**src/rtl/ldfwd_pkg.sv**
```systemverilog
package ldfwd_pkg;

  typedef enum logic [1:0] {
    RES_IDLE  = 2'b00,
    RES_FWD   = 2'b01,
    RES_CACHE = 2'b10,
    RES_STALL = 2'b11
  } res_code_e;

  // size code s -> 2^s bytes
  function automatic logic [3:0] size_bytes(input logic [1:0] s);
    return 4'd1 << s;
  endfunction

endpackage

```
**src/rtl/ldfwd_range_cmp.sv**
```systemverilog
// Compares a load's byte range against one store entry.
module ldfwd_range_cmp #(
  parameter int ADDR_W = 32
) (
  input  logic [ADDR_W-1:0] ld_addr,
  input  logic [1:0]        ld_size,
  input  logic              ld_locked,
  input  logic              st_valid,
  input  logic              st_older,
  input  logic              st_wb,
  input  logic [ADDR_W-1:0] st_addr,
  input  logic [1:0]        st_size,
  output logic              hit,
  output logic              fwd_ok
);
  localparam int EXT_W = ADDR_W + 1;

  logic [EXT_W-1:0] ld_lo, ld_hi, st_lo, st_hi;
  logic starts_in, ends_in, lo_below_end, hi_above_start;
  logic full, overlap, live;

  always_comb begin
    ld_lo = {1'b0, ld_addr};
    st_lo = {1'b0, st_addr};
    ld_hi = ld_lo + {{(EXT_W-4){1'b0}}, ldfwd_pkg::size_bytes(ld_size)};
    st_hi = st_lo + {{(EXT_W-4){1'b0}}, ldfwd_pkg::size_bytes(st_size)};
  end

  assign starts_in      = ld_lo >= st_lo;
  assign ends_in        = ld_hi <= st_hi;
  assign lo_below_end   = ld_lo <  st_hi;
  assign hi_above_start = ld_hi >  st_lo;

  assign full    = starts_in & ends_in;
  assign overlap = lo_below_end & hi_above_start;
  assign live    = st_valid & st_older;
  assign fwd_ok  = full & ~ld_locked;
  // a written-back store only matters when it can forward
  assign hit     = live & overlap & (fwd_ok | ~st_wb);
endmodule

```
**src/rtl/ldfwd_pick.sv**
```systemverilog
// Youngest-first priority select over hit flags.
module ldfwd_pick #(
  parameter int DEPTH = 8,
  parameter int SEL_W = 3
) (
  input  logic [DEPTH-1:0] hit,
  output logic             any,
  output logic [SEL_W-1:0] sel
);
  always_comb begin
    any = 1'b0;
    sel = '0;
    for (int i = 0; i < DEPTH; i++) begin
      if (hit[i]) begin
        any = 1'b1;
        sel = SEL_W'(i);
      end
    end
  end
endmodule

```
**src/rtl/ldfwd_align.sv**
```systemverilog
// Shifts store data down to the load's byte 0 and clears bytes past the load size.
module ldfwd_align #(
  parameter int DATA_W = 64,
  parameter int OFS_W  = 3
) (
  input  logic [DATA_W-1:0] st_data,
  input  logic [OFS_W-1:0]  shift,
  input  logic [1:0]        ld_size,
  output logic [DATA_W-1:0] data_out
);
  localparam int BYTES = DATA_W / 8;

  logic [3:0] nbytes;
  assign nbytes = ldfwd_pkg::size_bytes(ld_size);

  always_comb begin
    data_out = '0;
    for (int b = 0; b < BYTES; b++) begin
      if ((b < int'(nbytes)) && (b + int'(shift) < BYTES))
        data_out[8*b +: 8] = st_data[8*(b + int'(shift)) +: 8];
    end
  end
endmodule

```
**src/rtl/ldfwd_check.sv**
```systemverilog
module ldfwd_check #(
  parameter int DEPTH  = 8,
  parameter int ADDR_W = 32,
  parameter int DATA_W = 64
) (
  input  logic                      clk,
  input  logic                      rst_n,
  input  logic                      ld_valid,
  output logic                      ld_ready,
  input  logic [ADDR_W-1:0]         ld_addr,
  input  logic [1:0]                ld_size,
  input  logic                      ld_locked,
  input  logic [DEPTH-1:0]          sq_valid,
  input  logic [DEPTH-1:0]          sq_older,
  input  logic [DEPTH-1:0]          sq_wb,
  input  logic [DEPTH*ADDR_W-1:0]   sq_addr,
  input  logic [DEPTH*2-1:0]        sq_size,
  input  logic [DEPTH*DATA_W-1:0]   sq_data,
  output logic                      res_valid,
  input  logic                      res_ready,
  output logic [1:0]                res_code,
  output logic [DATA_W-1:0]         res_data
);
  import ldfwd_pkg::*;

  localparam int BYTES = DATA_W / 8;
  localparam int OFS_W = (BYTES > 1) ? $clog2(BYTES) : 1;
  localparam int SEL_W = (DEPTH > 1) ? $clog2(DEPTH) : 1;

  // holding register for the load under evaluation
  logic              hold_vld;
  logic [ADDR_W-1:0] hold_addr;
  logic [1:0]        hold_size;
  logic              hold_lock;

  logic              take_ld, take_res;
  assign take_res = res_valid & res_ready;
  assign ld_ready = ~hold_vld | take_res;
  assign take_ld  = ld_valid & ld_ready;

  always_ff @(posedge clk or negedge rst_n) begin
    if (!rst_n) begin
      hold_vld  <= 1'b0;
      hold_addr <= '0;
      hold_size <= '0;
      hold_lock <= 1'b0;
    end else begin
      if (take_ld) begin
        hold_vld  <= 1'b1;
        hold_addr <= ld_addr;
        hold_size <= ld_size;
        hold_lock <= ld_locked;
      end else if (take_res) begin
        hold_vld  <= 1'b0;
      end
    end
  end

  // per-entry comparison
  logic [DEPTH-1:0]  hit, fwd_ok;
  logic [OFS_W-1:0]  st_ofs  [DEPTH];
  logic [DATA_W-1:0] st_dat  [DEPTH];

  for (genvar i = 0; i < DEPTH; i++) begin : g_ent
    assign st_ofs[i] = sq_addr[i*ADDR_W +: OFS_W];
    assign st_dat[i] = sq_data[i*DATA_W +: DATA_W];

    ldfwd_range_cmp #(.ADDR_W(ADDR_W)) u_cmp (
      .ld_addr   (hold_addr),
      .ld_size   (hold_size),
      .ld_locked (hold_lock),
      .st_valid  (sq_valid[i]),
      .st_older  (sq_older[i]),
      .st_wb     (sq_wb[i]),
      .st_addr   (sq_addr[i*ADDR_W +: ADDR_W]),
      .st_size   (sq_size[2*i +: 2]),
      .hit       (hit[i]),
      .fwd_ok    (fwd_ok[i])
    );
  end

  logic             any_hit;
  logic [SEL_W-1:0] sel;

  ldfwd_pick #(.DEPTH(DEPTH), .SEL_W(SEL_W)) u_pick (
    .hit (hit),
    .any (any_hit),
    .sel (sel)
  );

  logic [OFS_W-1:0]  shift;
  logic [DATA_W-1:0] aligned;
  assign shift = hold_addr[OFS_W-1:0] - st_ofs[sel];

  ldfwd_align #(.DATA_W(DATA_W), .OFS_W(OFS_W)) u_align (
    .st_data  (st_dat[sel]),
    .shift    (shift),
    .ld_size  (hold_size),
    .data_out (aligned)
  );

  res_code_e code;
  always_comb begin
    if (!hold_vld)         code = RES_IDLE;
    else if (!any_hit)     code = RES_CACHE;
    else if (fwd_ok[sel])  code = RES_FWD;
    else                   code = RES_STALL;
  end

  assign res_code  = code;
  assign res_valid = hold_vld & (code != RES_STALL);
  assign res_data  = (code == RES_FWD) ? aligned : '0;
endmodule

```
**config.mk**
```make
export PLATFORM = sky130hd
export DESIGN_NAME = ldfwd_check
export DESIGN_NICKNAME = d
export VERILOG_FILES = /design/src/rtl/ldfwd_pkg.sv /design/src/rtl/ldfwd_range_cmp.sv /design/src/rtl/ldfwd_pick.sv /design/src/rtl/ldfwd_align.sv /design/src/rtl/ldfwd_check.sv
export SDC_FILE = /design/constraint.sdc
export NUM_CORES = 2
export LEC_CHECK = 0
export ABC_AREA = 1
export BUFFER_PORTS_ARGS = -buffer_cell sky130_fd_sc_hd__buf_2
export CAP_MARGIN = 40
export CORE_AREA = 10 10 343 345
export CTS_BUF_LIST = sky130_fd_sc_hd__clkbuf_4
export DETAILED_ROUTE_END_ITERATION = 10
export DIE_AREA = 0 0 353 355
export GPL_TIMING_DRIVEN = 0
export HOLD_SLACK_MARGIN = 0.03
export PLACE_DENSITY = 0.65
export SYNTH_ARGS = -nofsm -noshare
export SYNTH_HDL_FRONTEND = slang
export SYNTH_SLANG_ARGS = --single-unit
export TNS_END_PERCENT = 20
```
**constraint.sdc**
```tcl
create_clock -name clk -period 13.5 [get_ports clk]
set_input_delay 2.025 -clock clk [delete_from_list [all_inputs] [get_ports clk]]
set_output_delay 2.025 -clock clk [all_outputs]
set_load 0.02 [all_outputs]
```
==> metrics.md <==
| Metric | Value |
|---|---|
| Setup_tns | `0 ns` |
| Status | `finished, final reports clean` |
| Root buf cell | `clkbuf_4` |
| CP max stage delay | `0.51 ns` |
| Initial antenna violation count | `96` |
| Hold Vio Cnt, Final | `0` |
| FF+latch count, synth | `36` |
| RSZ-0062 raised after global routing | `true` |
| Worst-margin pin slew | `0.967 ns` |
| Arr. time, crit path | `11.06 ns` |
| Largest net degree at the start of global routing | `30` |
| Post-DP HPWL | `222 mm` |
| Most used DFF post-synth | `dfrtp_1` |
| Layout fillers | `12019` |
| Slew Viols, Final | `0` |
| Total GRT Usage | `0.374` |
| Final period util | `0.969` |
| Clock skew | `0.0114 ns` |
| Leakage power figure | `0.0268 uW` |
| Most common cell on crit path | `nand2_1` |
| Number of synthesized flops with an enable pin | `0` |
| Clock sink count | `36` |
| TritonCTS clock tree | `done` |
| Core Rows | `122` |
| Layout cells sized above 1 | `0.166` |
| Grt met2 use | `0.630` |
| Dpl ws | `-1.36 ns` |
| Setup CP Type | `input port to output pin` |
| Routed Antenna Nets | `0` |
| Family with the most delay on the worst path | `simple AND/OR/NAND/NOR gates` |
| Mapped Area | `39700 sq um` |
| Slowest CP cell | `fa_2` |
| Min-Delay Path Class | `register to register` |
| Routed WL | `251 mm` |
| Worst slew margin | `0.349` |
| CTS Buffer Depth | `2` |
| Area after DPL | `47900 sq um` |
| CP endpoint kind | `output pin` |
| HP Start | `hold_lock` |
| Most common cell after layout, fill and taps aside | `nand2_1` |
| Multi-input gate area | `35900 sq um` |
| Post-synth cell types | `63` |
| Buffers and inverters on the worst path | `11` |
| GRT busiest layer | `met2` |
| # IOs | `915` |
| Post-Synthesis Cells | `6533` |
| Async SR Flop Fraction | `1.00` |
| DR DRC count | `0` |
| Die W | `353 microns` |
| Seq/Total Area, Yosys | `0.0227` |
| Mean Syn Cell Area | `6.08 sq um` |
| Synth Warn # | `0` |
| Via density | `5.69` |
| Grt ovf | `0` |
| Nets | `9457` |
| Pre-antenna DRT Iters | `8` |
| Total power | `10500 uW` |
| Design area | `48500 sq um` |
| Critical Path RT | `11.48 ns` |
| DRT iter0 DRCs | `5520` |
| Worst setup path startpoint | `sq_size[15]` |
| First-pass GRT wire length | `345 mm` |
| CP startpoint kind | `input port` |
| Die Ht | `355 microns` |
| WL per Instance | `27.6 microns` |
| GR met1 Demand/Resource | `0.425` |
| Setup-failing EPs final | `0` |
| Grt met3 use | `0.0624` |
| Most frequent cells in the layout | `nand2_1 (1641), ha_1 (1061), nand3_1 (1026)` |
| Vias in the first global route | `48252` |
| Vias | `51735` |
| Area Overhead vs Synth | `22.1%` |
| Die footprint | `125000 sq um` |
| Setup ws final | `0.415 ns` |
| Syn nets | `8451` |
| Core box area | `110000 sq um` |
| Initial Util | `0.360` |
| MaxCap Viol Count | `0` |
| Area occupied by registers | `913 sq um` |
| R2r startpoint | `hold_addr[3]` |
| Period minus WS final | `13.08 ns` |
| Power density over cell area | `215 nW/um^2` |
| Clock Latency Late Sink | `0.41 ns` |
| RePlAce Congestion | `1.08` |
| IO Port Bufs | `913` |
| Cts bufs inserted | `5` |
| Final Util | `0.440` |
| H-tree Lvls | `2` |
| Fmax | `76.4 MHz` |
| Clk slew on worst S/H paths | `0.13 ns` |
| Worst VDD drop | `345 uV` |
| CP Max Fanout | `10` |
-- Yosys cell counts (16+ instances only) --
cell	n	share of area
nand2_1	1643	0.16
ha_1	1061	0.33
nand3_1	1031	0.13
inv_1	626	0.059
nor2_1	547	0.052
a21oi_1	481	0.061
xor2_1	196	0.043
o21ai_0	171	0.022
nand4_1	150	0.024
nor3_1	127	0.016
buf_2	72	0.0091
nor4_1	52	0.0082
clkbuf_1	36	0.0034
dfrtp_1	36	0.023
buf_4	25	0.0047
xnor2_1	23	0.0051
nand3b_1	22	0.0042
a211oi_1	21	0.0040
buf_1	21	0.0020
o21a_1	19	0.0036
a21o_1	17	0.0032
buf_6	16	0.0045
-- kinds of logic (layout without fill, tap and decap cells) --
logic type | count (synthesis) | in the layout | share of synthesized area
simple gates | 3616 | 3616 | 0.398
fa+ha+maj | 1071 | 1071 | 0.339
buf+inv | 807 | 1814 | 0.0845
compound gates | 784 | 784 | 0.107
xor+xnor | 219 | 219 | 0.0483
flops | 36 | 36 | 0.0227
other cells | 0 | 72 | 0
-- worst min-delay path: cells and delay by family (launching register included) --
kind | cells | cell delay (ns)
flops | 1 | 0.38
simple gates | 2 | 0.10
-- final timing paths --
| check | endpoint | slack, ns | depth (start not counted) |
|---|---|---|---|
| max | res_data[9] | 0.42 | 49 |
| min | hold_lock | 0.50 | 2 |
| max reg2reg | hold_addr[27] | 4.77 | 47 |
| min reg2reg | hold_lock | 0.50 | 2 |
| max in group asynchronous | hold_addr[2] | 11.56 | 2 |
| min in group asynchronous | hold_addr[29] | 1.47 | 1 |
-- what timing repair did --
action	CTS	global route
hold buffers	0	0
pin swaps	1	11
endpoints found under the setup margin	64	64
gates cloned	0	0
buffers inserted	1	17
resized for setup	28	57
-- per-stage QoR --
| step | cells | hold slack [ns] |
|---|---|---|
| after floorplan | 6533 | 0.442 |
| after global placement | 8934 | 0.461 |
| after detailed placement | 9004 | 0.464 |
| after CTS | 9012 | 0.494 |
| after global routing | 9083 | 0.539 |
| final | 9100 | 0.498 |
-- area by class of cell --
type / instances / share of cell area
diodes: 72 / 0.00371
clock inverters: 3 / 0.000387
flip-flops and latches: 36 / 0.0188
inverters: 635 / 0.0493
clock buffers: 5 / 0.000774
well taps: 1488 / 0.0384
multi-input cells: 5690 / 0.740
repair buffers: 1001 / 0.128
plain buffers: 170 / 0.0204
-- where the power goes --
| part | switching, uW | internal (uW) | leakage (uW) |
|---|---|---|---|
| Clock | 49.8 | 20.0 | 0.0000354 |
| Combinational | 6560 | 3330 | 0.0264 |
| Sequential | 330 | 156 | 0.000430 |
-- sequential cells by signal (all words and copies together) (netlist names) --
| name | count |
|---|---|
| hold_lock | 1 |
| hold_size | 2 |
| hold_addr | 32 |
| hold_vld | 1 |
-- layer usage --
metal	vias up	wire length, microns	share of wire
met5	-	229	0.00091
met4	34	21800	0.087
met3	584	18600	0.074
met2	2615	115000	0.46
met1	23909	95100	0.38
li1	24593	-	-
(Power assumes the default switching activity.)
